$ cat src/rtl/sb_pkg.sv
// Shared types for the sequential stream buffer.
package sb_pkg;

    // Lookup controller states.
    typedef enum logic [1:0] {
        ST_IDLE      = 2'd0,   // waiting for a miss
        ST_WAIT_HEAD = 2'd1,   // head matched, data still in flight
        ST_WAIT_DEM  = 2'd2,   // ring flushed, demand fetch in flight
        ST_RESP      = 2'd3    // fill presented to the cache
    } sb_state_e;

endpackage

$ cat src/rtl/sb_store.sv
// Ring storage for the stream buffer: per-slot tag, data, ready and issued
// flags, the head pointer, the next sequential address and the epoch.
// Assumes DEPTH is a power of two, at least 2. A pop is only requested for a
// ready head, and an epoch value does not wrap while a response is in flight.
module sb_store #(
    parameter int ADDR_W = 16,
    parameter int DATA_W = 32,
    parameter int DEPTH  = 4,
    parameter int SEQ_W  = 3,
    localparam int IDX_W = $clog2(DEPTH)
) (
    input  logic                           clk,
    input  logic                           rst_n,
    input  logic                           flush,
    input  logic [ADDR_W-1:0]              flush_addr,
    input  logic                           pop,
    input  logic                           iss_fire,
    input  logic [IDX_W-1:0]               iss_slot,
    input  logic                           rsp_valid,
    input  logic                           rsp_demand,
    input  logic [IDX_W-1:0]               rsp_slot,
    input  logic [SEQ_W-1:0]               rsp_epoch,
    input  logic [DATA_W-1:0]              rsp_data,
    output logic [DEPTH-1:0]               alloc_vec,
    output logic [DEPTH-1:0]               issued_vec,
    output logic [DEPTH-1:0][ADDR_W-1:0]   tags,
    output logic [IDX_W-1:0]               head,
    output logic [SEQ_W-1:0]               epoch,
    output logic                           head_alloc,
    output logic                           head_ready,
    output logic [ADDR_W-1:0]              head_tag,
    output logic [DATA_W-1:0]              head_data
);

    logic [DEPTH-1:0]             alloc_q, issued_q, ready_q;
    logic [DEPTH-1:0][ADDR_W-1:0] tag_q;
    logic [DATA_W-1:0]            data_q [DEPTH];
    logic [IDX_W-1:0]             head_q;
    logic [ADDR_W-1:0]            nxt_q;
    logic [SEQ_W-1:0]             epoch_q;
    logic                         rsp_ok;

    // Accept a prefetch response only for a live slot of the current epoch.
    assign rsp_ok = rsp_valid && !rsp_demand && (rsp_epoch == epoch_q)
                    && alloc_q[rsp_slot];

    // Control state: flush reloads the ring, pop recycles the head slot.
    always_ff @(posedge clk) begin
        if (!rst_n) begin
            alloc_q  <= '0;
            issued_q <= '0;
            ready_q  <= '0;
            tag_q    <= '0;
            head_q   <= '0;
            nxt_q    <= '0;
            epoch_q  <= '0;
        end else if (flush) begin
            epoch_q <= epoch_q + 1'b1;
            head_q  <= '0;
            nxt_q   <= flush_addr + ADDR_W'(DEPTH + 1);
            for (int j = 0; j < DEPTH; j++) begin
                alloc_q[j]  <= 1'b1;
                issued_q[j] <= 1'b0;
                ready_q[j]  <= 1'b0;
                tag_q[j]    <= flush_addr + ADDR_W'(j + 1);
            end
        end else begin
            if (iss_fire)
                issued_q[iss_slot] <= 1'b1;
            if (rsp_ok)
                ready_q[rsp_slot] <= 1'b1;
            if (pop) begin
                tag_q[head_q]    <= nxt_q;
                issued_q[head_q] <= 1'b0;
                ready_q[head_q]  <= 1'b0;
                nxt_q            <= nxt_q + 1'b1;
                head_q           <= head_q + 1'b1;
            end
        end
    end

    // Data capture for accepted prefetch responses.
    always_ff @(posedge clk) begin
        if (rsp_ok)
            data_q[rsp_slot] <= rsp_data;
    end

    assign alloc_vec  = alloc_q;
    assign issued_vec = issued_q;
    assign tags       = tag_q;
    assign head       = head_q;
    assign epoch      = epoch_q;
    assign head_alloc = alloc_q[head_q];
    assign head_ready = ready_q[head_q];
    assign head_tag   = tag_q[head_q];
    assign head_data  = data_q[head_q];


    pop_ready_chk: assert property (@(posedge clk) disable iff (!rst_n)
        pop |-> (alloc_q[head_q] && ready_q[head_q]));


    flush_clear_chk: assert property (@(posedge clk) disable iff (!rst_n)
        flush |=> (ready_q == '0));

endmodule

$ cat src/rtl/sb_issue.sv
// Request issue to the next memory level. A pending demand fetch always goes
// first. Otherwise the oldest allocated, unissued slot, counted from the head,
// is requested. Nothing is issued in a flush cycle.
// Assumes at most one demand fetch is outstanding.
module sb_issue #(
    parameter int ADDR_W = 16,
    parameter int DEPTH  = 4,
    parameter int SEQ_W  = 3,
    localparam int IDX_W = $clog2(DEPTH),
    localparam int ID_W  = 1 + IDX_W + SEQ_W
) (
    input  logic                         clk,
    input  logic                         rst_n,
    input  logic                         flush,
    input  logic [ADDR_W-1:0]            dem_addr,
    input  logic [DEPTH-1:0]             alloc_vec,
    input  logic [DEPTH-1:0]             issued_vec,
    input  logic [DEPTH-1:0][ADDR_W-1:0] tags,
    input  logic [IDX_W-1:0]             head,
    input  logic [SEQ_W-1:0]             epoch,
    input  logic                         req_ready,
    output logic                         req_valid,
    output logic [ADDR_W-1:0]            req_addr,
    output logic [ID_W-1:0]              req_id,
    output logic                         pf_fire,
    output logic [IDX_W-1:0]             pf_slot
);

    logic              dem_pend_q;
    logic [ADDR_W-1:0] dem_addr_q;
    logic              found;
    logic [IDX_W-1:0]  pick;

    // Demand tracker: armed by a flush, cleared when the request is taken.
    always_ff @(posedge clk) begin
        if (!rst_n) begin
            dem_pend_q <= 1'b0;
            dem_addr_q <= '0;
        end else if (flush) begin
            dem_pend_q <= 1'b1;
            dem_addr_q <= dem_addr;
        end else if (dem_pend_q && req_ready) begin
            dem_pend_q <= 1'b0;
        end
    end

    // Oldest-first scan of the ring, starting at the head.
    always_comb begin
        found = 1'b0;
        pick  = '0;
        for (int i = 0; i < DEPTH; i++) begin
            logic [IDX_W-1:0] idx;
            idx = head + IDX_W'(i);
            if (!found && alloc_vec[idx] && !issued_vec[idx]) begin
                found = 1'b1;
                pick  = idx;
            end
        end
    end

    // Request mux: demand first, then the selected prefetch slot.
    always_comb begin
        req_valid = (dem_pend_q || found) && !flush;
        req_addr  = dem_pend_q ? dem_addr_q : tags[pick];
        req_id    = {dem_pend_q, (dem_pend_q ? {IDX_W{1'b0}} : pick), epoch};
        pf_fire   = req_valid && req_ready && !dem_pend_q;
        pf_slot   = pick;
    end


    dem_hold_chk: assert property (@(posedge clk) disable iff (!rst_n)
        (req_valid && req_id[ID_W-1] && !req_ready) |=>
        (req_valid && req_id[ID_W-1] && $stable(req_addr)));

endmodule

$ cat src/rtl/sb_ctrl.sv
// Lookup controller: compares the miss against the head and picks hit,
// pending hit or flush. It also registers the block handed to the cache.
// Assumes the cache holds miss_valid and miss_addr until fill_valid.
module sb_ctrl #(
    parameter int ADDR_W = 16,
    parameter int DATA_W = 32,
    parameter int SEQ_W  = 3
) (
    input  logic              clk,
    input  logic              rst_n,
    input  logic              miss_valid,
    input  logic [ADDR_W-1:0] miss_addr,
    input  logic              head_alloc,
    input  logic              head_ready,
    input  logic [ADDR_W-1:0] head_tag,
    input  logic [DATA_W-1:0] head_data,
    input  logic              rsp_valid,
    input  logic              rsp_demand,
    input  logic [SEQ_W-1:0]  rsp_epoch,
    input  logic [DATA_W-1:0] rsp_data,
    input  logic [SEQ_W-1:0]  epoch,
    output logic              flush,
    output logic              pop,
    output logic              fill_valid,
    output logic [ADDR_W-1:0] fill_addr,
    output logic [DATA_W-1:0] fill_data,
    output logic              fill_hit
);
    import sb_pkg::*;

    sb_state_e         st_q;
    logic              head_match, dem_done;
    logic [ADDR_W-1:0] f_addr_q;
    logic [DATA_W-1:0] f_data_q;
    logic              f_hit_q;

    // Head comparison and the resulting one-cycle commands.
    always_comb begin
        head_match = head_alloc && (head_tag == miss_addr);
        flush      = (st_q == ST_IDLE) && miss_valid && !head_match;
        pop        = (((st_q == ST_IDLE) && miss_valid && head_match)
                      || (st_q == ST_WAIT_HEAD)) && head_ready;
        dem_done   = (st_q == ST_WAIT_DEM) && rsp_valid && rsp_demand
                      && (rsp_epoch == epoch);
    end

    // Lookup sequencing.
    always_ff @(posedge clk) begin
        if (!rst_n) begin
            st_q <= ST_IDLE;
        end else begin
            unique case (st_q)
                ST_IDLE: begin
                    if (miss_valid) begin
                        if (!head_match)     st_q <= ST_WAIT_DEM;
                        else if (head_ready) st_q <= ST_RESP;
                        else                 st_q <= ST_WAIT_HEAD;
                    end
                end
                ST_WAIT_HEAD: if (head_ready) st_q <= ST_RESP;
                ST_WAIT_DEM:  if (dem_done)   st_q <= ST_RESP;
                default:                      st_q <= ST_IDLE;
            endcase
        end
    end

    // Fill register: loaded from the head on a pop, or from a demand response.
    always_ff @(posedge clk) begin
        if (!rst_n) begin
            f_addr_q <= '0;
            f_data_q <= '0;
            f_hit_q  <= 1'b0;
        end else if (pop) begin
            f_addr_q <= miss_addr;
            f_data_q <= head_data;
            f_hit_q  <= 1'b1;
        end else if (dem_done) begin
            f_addr_q <= miss_addr;
            f_data_q <= rsp_data;
            f_hit_q  <= 1'b0;
        end
    end

    assign fill_valid = (st_q == ST_RESP);
    assign fill_addr  = f_addr_q;
    assign fill_data  = f_data_q;
    assign fill_hit   = f_hit_q;


    fill_pulse_chk: assert property (@(posedge clk) disable iff (!rst_n)
        fill_valid |=> !fill_valid);


    fill_addr_chk: assert property (@(posedge clk) disable iff (!rst_n)
        fill_valid |-> (fill_addr == miss_addr));


    fill_cause_chk: assert property (@(posedge clk) disable iff (!rst_n)
        fill_valid |-> $past(miss_valid));

endmodule

$ cat src/rtl/sb_stream_buf.sv
// Sequential stream buffer top: ties the ring storage, the request issue unit
// and the lookup controller together, and splits the response identifier.
// Assumes block-granular addresses and DEPTH a power of two, at least 2.
module sb_stream_buf #(
    parameter int ADDR_W = 16,
    parameter int DATA_W = 32,
    parameter int DEPTH  = 4,
    parameter int SEQ_W  = 3,
    localparam int IDX_W = $clog2(DEPTH),
    localparam int ID_W  = 1 + IDX_W + SEQ_W
) (
    input  logic              clk,
    input  logic              rst_n,
    input  logic              miss_valid,
    input  logic [ADDR_W-1:0] miss_addr,
    output logic              fill_valid,
    output logic [ADDR_W-1:0] fill_addr,
    output logic [DATA_W-1:0] fill_data,
    output logic              fill_hit,
    output logic              mem_req_valid,
    input  logic              mem_req_ready,
    output logic [ADDR_W-1:0] mem_req_addr,
    output logic [ID_W-1:0]   mem_req_id,
    input  logic              mem_rsp_valid,
    input  logic [ID_W-1:0]   mem_rsp_id,
    input  logic [DATA_W-1:0] mem_rsp_data
);

    logic                         flush, pop, pf_fire;
    logic [IDX_W-1:0]             pf_slot, head;
    logic [DEPTH-1:0]             alloc_vec, issued_vec;
    logic [DEPTH-1:0][ADDR_W-1:0] tags;
    logic [SEQ_W-1:0]             epoch;
    logic                         head_alloc, head_ready;
    logic [ADDR_W-1:0]            head_tag;
    logic [DATA_W-1:0]            head_data;
    logic                         rsp_demand;
    logic [IDX_W-1:0]             rsp_slot;
    logic [SEQ_W-1:0]             rsp_epoch;

    // Identifier fields: demand flag, slot, epoch.
    assign rsp_demand = mem_rsp_id[ID_W-1];
    assign rsp_slot   = mem_rsp_id[SEQ_W +: IDX_W];
    assign rsp_epoch  = mem_rsp_id[SEQ_W-1:0];

    sb_store #(.ADDR_W(ADDR_W), .DATA_W(DATA_W), .DEPTH(DEPTH), .SEQ_W(SEQ_W)) store_i (
        .clk(clk), .rst_n(rst_n),
        .flush(flush), .flush_addr(miss_addr), .pop(pop),
        .iss_fire(pf_fire), .iss_slot(pf_slot),
        .rsp_valid(mem_rsp_valid), .rsp_demand(rsp_demand), .rsp_slot(rsp_slot),
        .rsp_epoch(rsp_epoch), .rsp_data(mem_rsp_data),
        .alloc_vec(alloc_vec), .issued_vec(issued_vec), .tags(tags),
        .head(head), .epoch(epoch),
        .head_alloc(head_alloc), .head_ready(head_ready),
        .head_tag(head_tag), .head_data(head_data)
    );

    sb_issue #(.ADDR_W(ADDR_W), .DEPTH(DEPTH), .SEQ_W(SEQ_W)) issue_i (
        .clk(clk), .rst_n(rst_n),
        .flush(flush), .dem_addr(miss_addr),
        .alloc_vec(alloc_vec), .issued_vec(issued_vec), .tags(tags),
        .head(head), .epoch(epoch), .req_ready(mem_req_ready),
        .req_valid(mem_req_valid), .req_addr(mem_req_addr), .req_id(mem_req_id),
        .pf_fire(pf_fire), .pf_slot(pf_slot)
    );

    sb_ctrl #(.ADDR_W(ADDR_W), .DATA_W(DATA_W), .SEQ_W(SEQ_W)) ctrl_i (
        .clk(clk), .rst_n(rst_n),
        .miss_valid(miss_valid), .miss_addr(miss_addr),
        .head_alloc(head_alloc), .head_ready(head_ready),
        .head_tag(head_tag), .head_data(head_data),
        .rsp_valid(mem_rsp_valid), .rsp_demand(rsp_demand),
        .rsp_epoch(rsp_epoch), .rsp_data(mem_rsp_data), .epoch(epoch),
        .flush(flush), .pop(pop),
        .fill_valid(fill_valid), .fill_addr(fill_addr),
        .fill_data(fill_data), .fill_hit(fill_hit)
    );

endmodule

$ cat config.mk
export PLATFORM = sky130hd
export DESIGN_NAME = sb_stream_buf
export DESIGN_NICKNAME = d
export VERILOG_FILES = /design/src/rtl/sb_pkg.sv /design/src/rtl/sb_store.sv /design/src/rtl/sb_issue.sv /design/src/rtl/sb_ctrl.sv /design/src/rtl/sb_stream_buf.sv
export SDC_FILE = /design/constraint.sdc
export NUM_CORES = 1
export LEC_CHECK = 0
export BUFFER_PORTS_ARGS = -buffer_cell sky130_fd_sc_hd__clkbuf_2
export CORE_UTILIZATION = 45
export CTS_BUF_LIST = sky130_fd_sc_hd__clkbuf_8 sky130_fd_sc_hd__clkbuf_16
export DETAILED_ROUTE_END_ITERATION = 8
export GPL_TIMING_DRIVEN = 0
export PLACE_DENSITY_LB_ADDON = 0.2
export SYNTH_ARGS = -nofsm -noshare
export SYNTH_HDL_FRONTEND = slang
export SYNTH_SLANG_ARGS = --single-unit
$ cat constraint.sdc
create_clock -name clk -period 6.2 [get_ports clk]
set_input_delay 1.24 -clock clk [delete_from_list [all_inputs] [get_ports clk]]
set_output_delay 1.24 -clock clk [all_outputs]
set_load 0.02 [all_outputs]
# After elaboration in Yosys (flattened, before gate mapping)
# Memories as Yosys holds them, arrays and structs flattened. A register that Yosys moved wholly into a read port is not among the register bits.
# Cells that the tools add are included.
# classes
muxes	73
n_reduce_logical	44
bitwise	6
magnitude_cmp	9
eq_ne	8
add_sub_neg	10
# op_table
operator	count
two-way mux 16 bit	8
two-way mux 64 bit	2
binary-select mux 16 bit (select 2 bit)	2
bitwise mux 64 bit	1
two-way mux 32 bit	2
adder 16 x 1 -> 16 bit (second input constant)	2
adder 16 x 2 -> 16 bit (second input constant)	2
adder 16 x 3 -> 16 bit (second input constant)	2
demux 16 bit (select 2 bit)	1
two-way mux 4 bit	8
logical AND 1 bit	25
two-way mux 2 bit	12
two-way mux 1 bit	23
binary-select mux 1 bit (select 2 bit)	10
less-than comparator 2 x 3 -> 1 bit (second input constant)	6
equality test 16 bit	1
zero test 1 bit	11
bitwise AND 4 bit	2
bitwise OR 4 bit	2
demux 1 bit (select 2 bit)	3
greater-or-equal comparator 2 x 1 -> 1 bit (second input constant)	3
one-hot mux 2 bit (3 select lines)	1
nonzero test 2 bit	3
adder 2 bit (second input constant)	2
13 further kinds	16
# totals
mem_bits_rw	128
out_inout_bits	73
register_bits	162
mem_count	1
# memory_table
memory	depth	word_bits	read_ports	rd_ports_with_merged_regs	wr	line	rtl
store_i.data_q	4	32	1	1	1	sb_store.sv:37	logic [DATA_W-1:0] data_q [DEPTH];

# Depth between registers and ports, before layout
# depth
ltp_word	27
mapped_depth	14
depth_no_buf	10

# Hierarchy
# A second synthesis with hierarchy kept.
# unflattened
hier_cells	1314
area_unflattened_um2	14996.9
# modules_own_cells
module	cells_each	area_each_um2	instances
sb_store	841	10662.7	1
sb_ctrl	319	2904.0	1
sb_issue	154	1430.1	1

# Least setup slack after synthesis
# OpenSTA, ideal clock, no wires.
# synth_path
kind	reg2out
startpoint	reg store_i.head_q[0], in the netlist store_i.head[0]
endpoint	out mem_req_addr[0]
t_arrival_ns	3.731
stages_incl_launch_ff	13
path_slack_ns	1.229
required_time_ns	4.960
cell_sequence	dfxtp_1 -> buf_6 -> clkinv_1 -> ha_1 -> mux4_2 -> nor2b_1 -> a21o_1 -> a21oi_1 -> o21ai_1 -> buf_2 -> buf_2 -> mux2i_1 -> a31oi_1
# synth_between
elab_chain_len	20
elab_cells_between_ends	43
classes_between	add/sub (3); mux (26); reduce/logical (14)
# synth_rtl
item	line	rtl
start: declaration	sb_store.sv:38	logic [IDX_W-1:0] head_q;
start signal: assignment	sb_store.sv:77	head_q <= head_q + 1'b1;
binary-select mux 1 bit (select 2 bit)	sb_issue.sv:54	if (!found && alloc_vec[idx] && !issued_vec[idx]) begin
two-way mux 1 bit (implied by the code)	sb_issue.sv:54	
zero test 1 bit	sb_issue.sv:54	
logical AND 1 bit	sb_issue.sv:54	
two-way mux 1 bit	sb_issue.sv:54	
zero test 1 bit	sb_issue.sv:54	
logical AND 1 bit (2 in a row)	sb_issue.sv:54	
two-way mux 1 bit	sb_issue.sv:54	
zero test 1 bit	sb_issue.sv:54	
logical AND 1 bit (2 in a row)	sb_issue.sv:54	
two-way mux 1 bit	sb_issue.sv:54	
zero test 1 bit	sb_issue.sv:54	
logical AND 1 bit (2 in a row)	sb_issue.sv:54	
two-way mux 2 bit *	sb_issue.sv:54	
binary-select mux 16 bit (select 2 bit) *	sb_issue.sv:64	req_addr = dem_pend_q ? dem_addr_q : tags[pick];
two-way mux 16 bit (implied by the code) *	sb_issue.sv:64	
two-way mux 16 bit *	sb_issue.sv:64	
end: declaration	sb_stream_buf.sv:22	output logic [ADDR_W-1:0] mem_req_addr,
# Every way passes the cells marked *; elsewhere a longest branch is shown, timed or not. The select of a mux whose other input is x is not followed.

# Final worst setup path
# layout_path
startpoint	in miss_addr[0]
endpoint	out mem_req_valid
# layout_between
elab_chain_len	6
# layout_rtl
item	line	rtl
start: declaration	sb_stream_buf.sv:15	input logic [ADDR_W-1:0] miss_addr,
equality test 16 bit	sb_ctrl.sv:39	head_match = head_alloc && (head_tag == miss_addr);
logical AND 1 bit	sb_ctrl.sv:39	
zero test 1 bit	sb_ctrl.sv:40	flush = (st_q == ST_IDLE) && miss_valid && !head_match;
logical AND 1 bit	sb_ctrl.sv:40	
zero test 1 bit	sb_issue.sv:63	req_valid = (dem_pend_q || found) && !flush;
logical AND 1 bit	sb_issue.sv:63	
end: declaration	sb_stream_buf.sv:20	output logic mem_req_valid,
# No other way between the ends.

==> flow_metrics.py <==
metrics = {
    "timing": {
        "setup_slack_ns": 0.123,
        "tightest_slew_ns": 1.17,
        "clock_skew_ns": 0.0112,
        "rsz0062_at_grt": "no",
        "finalHoldViolCount": 0,
        "maxSlewViolCount": 0,
        "post-route-min-period_ns": 6.08,
        "finalSetupTns_ns": 0,
        "max-slew-margin-rel_pct": 21.0,
        "setup_viol": 0,
        "fin_crit_sh_pct": 98.0,
        "fmax_mhz": 165,
    },
    "drt": {
        "vias": 11700,
        "post_drt_wl_per_cell_um": 23.7,
        "routed_wl_um": 45700,
        "drt_first_pass_iters": 6,
        "drt_iter0_drc": 1410,
        "drc": 0,
        "postRouteAntennaNets": 0,
        "viasPerCell": 6.06,
    },
    "logic_synthesis": {
        "async_flop_share_pct": 0,
        "ys_ff_latch": 292,
        "syn_area_um2": 14300,
        "yosys-top-cells-count": "dfxtp_1, nor2_1, nand2_1",
        "synth_top_area_cell": "edfxtp_1",
        "synth_most_common_cell": "dfxtp_1",
        "synthTopCellsByArea": "edfxtp_1, dfxtp_1, mux4_2, mux2i_1, xnor2_1",
        "yosysWarnings": 0,
        "synthFlopType": "dfxtp_1",
        "netlist-cell-type-count": 63,
        "yosysSeqAreaShare_pct": 49.9,
        "synth_nets": 1422,
        "synth_area_per_cell_um2": 10.6,
        "synth_cells": 1346,
        "synth_top_cell_area_share_pct": 26.9,
        "synth_edf_count": 128,
    },
    "die": {
        "dieWidth_um": 180,
        "rows": 64,
        "core_um2": 30900,
        "die-area_um2": 32500,
        "die_height_um": 180,
        "start_util_pct": 46.2,
        "ios": 132,
    },
    "outcome": {
        "status": "finished clean",
    },
    "layout": {
        "syn_to_final_growth_pct": 15.8,
        "drive_above_1_share_pct": 17.7,
        "seq_area_um2": 7130,
        "diodes": 0,
        "final_nets": 1583,
        "multi_input_comb_area_um2": 6640,
        "nFillCells": 2776,
    },
    "hold_path": {
        "worstHoldPathType": "reg2reg",
    },
    "global_routing": {
        "use_met1_pct": 40.4,
        "grt-busiest-layer": "met2",
        "grt_pass1_vias": 11100,
        "grt_start_max_net_pins": 34,
        "grt_pass1_wl_um": 68600,
        "gr-total-overflow": 0,
        "grt_util_met2_pct": 42.0,
        "met3_usage_pct": 5.17,
        "track_usage_pct": 27.8,
        "antenna_found_initial": 0,
    },
    "power_and_ir_drop": {
        "power_density_nw_per_um2": 328,
        "irDropWorstVdd_mv": 0.258,
        "p_leak_nw": 5.79,
        "power_mw": 5.43,
    },
    "clock_network": {
        "cts_hold_buffers": 0,
        "clk_pin_slew_worst_paths_ns": 0.06,
        "root_buffer": "clkbuf_16",
        "clk_path_buf_depth": 3,
        "clock_sinks": 292,
        "cts_buffers": 31,
        "cts_max_level": 1,
        "cts_tree": "yes",
        "cts_setup_buffers": 0,
        "clk_latency_ns": 0.58,
    },
    "flow_run": {
        "max-cap-violations": 0,
    },
    "placement": {
        "dp.final_hpwl_um": 33800,
        "portBuffers": 124,
        "pre_cts_ws_ns": 0.0973,
        "routabilityCongestion": 0.979,
    },
    "critical_path": {
        "critPathLaunchType": "input pin",
        "arrival_ns": 4.84,
        "crit_type": "in2out",
        "worstPathRequired_ns": 4.96,
        "cp-end-kind": "output pin",
        "crit_path_max_fanout": 10,
    },
}
==> path summary, 6_finish.rpt <==
check	startpoint	end	slack [ns]	depth (start not counted)
worst max-delay path	miss_addr[0]	mem_req_valid	0.12	11
worst max register to register	store_i.head[1]	store_i.tags[50]	1.66	11
worst min-delay path	issue_i.dem_addr_q[5]	issue_i.dem_addr_q[5]	0.46	2
worst min register to register	issue_i.dem_addr_q[5]	issue_i.dem_addr_q[5]	0.46	2
==> final cells by class <==
| cell class | instances | area share (%) |
|---|---|---|
| Buffer | 116 | 2.90 |
| Clock buffer | 37 | 5.25 |
| Clock inverter | 21 | 1.03 |
| Inverter | 20 | 0.461 |
| Multi-Input combinational cell | 917 | 40.1 |
| Sequential cell | 292 | 43.1 |
| Tap cell | 396 | 2.99 |
| Timing Repair Buffer | 129 | 4.20 |
==> sequential cells by signal, summed over array words and instances (netlist names), named ones only <==
signal and flops:
ctrl_i.st_q 2, store_i.alloc_vec 1, ctrl_i.fill_hit 1, store_i.issued_vec 4
store_i.epoch 3, issue_i.dem_pend_q 1, store_i.data_q 128, ctrl_i.fill_addr 16
store_i.ready_q 4, store_i.head 2, issue_i.dem_addr_q 16, store_i.tags 64
store_i.nxt_q 16, ctrl_i.fill_data 32
==> cell usage in the layout (no fill, tap or decap), types with 8 or more instances in the layout <==
cell       instances
nor2_1           137
clkbuf_16         32
nand4_1            9
ha_1              16
xnor2_1           60
nor3_1            28
a311oi_1          39
clkinv_2           9
clkbuf_1          92
a211oi_1          46
o21ai_0           35
nand3_1           59
mux2i_1           80
dfxtp_1          164
mux4_2            44
xor2_1            32
nand2_1          130
inv_1             20
o22ai_1           18
mux2_2            21
a221oi_1          13
a21oi_1           53
buf_1             12
a31oi_1           25
and3_1             8
clkbuf_2         124
edfxtp_1         128
==> where the power goes <==
group	internal (mW)	switching [mW]
registers	2.18	0.208
clock network	1.08	0.800
logic	0.403	0.759
==> routing by layer <==
layer	part of all wire, %	vias to the layer above	wire length (µm)
li1	-	5314	-
met1	44	5690	20300
met2	43	589	19900
met3	9.2	97	4190
met4	2.9	0	1330
met5	0	-	0
==> critical path, stage by stage <==
cell       delay, ns
clkbuf_2        0.10
clkbuf_1        0.49
inv_1           0.27
xnor2_1         0.40
o2111ai_1       0.19
a2111o_1        0.58
o31a_1          0.41
clkbuf_1        0.36
clkbuf_1        0.38
a21oi_1         0.22
clkbuf_2        0.19
==> kinds of logic (layout without fill, tap and decap cells) <==
family | after synthesis | count (layout) | share of synthesized area, %
mux | 146 | 146 | 14.4
buf+inv | 137 | 323 | 3.85
simple gates | 404 | 404 | 12.4
fa+ha+maj | 17 | 17 | 1.49
flops | 292 | 292 | 49.9
xor+xnor | 92 | 92 | 5.64
compound gates | 258 | 258 | 12.3
==> metrics by stage <==
stage | instance area (µm²) | util [%] | instances | hold slack (ns)
detailed placement | 15500 | 50.1 | 1871 | 0.451
global route | 16600 | 53.6 | 1928 | 0.477
global placement | 15400 | 49.8 | 1866 | 0.443
finish | 16600 | 53.6 | 1928 | 0.461
CTS | 16600 | 53.6 | 1929 | 0.459
floorplan | 14300 | - | 1346 | 0.436
==> timing repair <==
| item | CTS | global route |
|---|---|---|
| setup endpoints to repair | 17 | 16 |
| pin swaps | 0 | 1 |
| gates resized for setup | 6 | 2 |
Power figures use the tool's default switching activity.
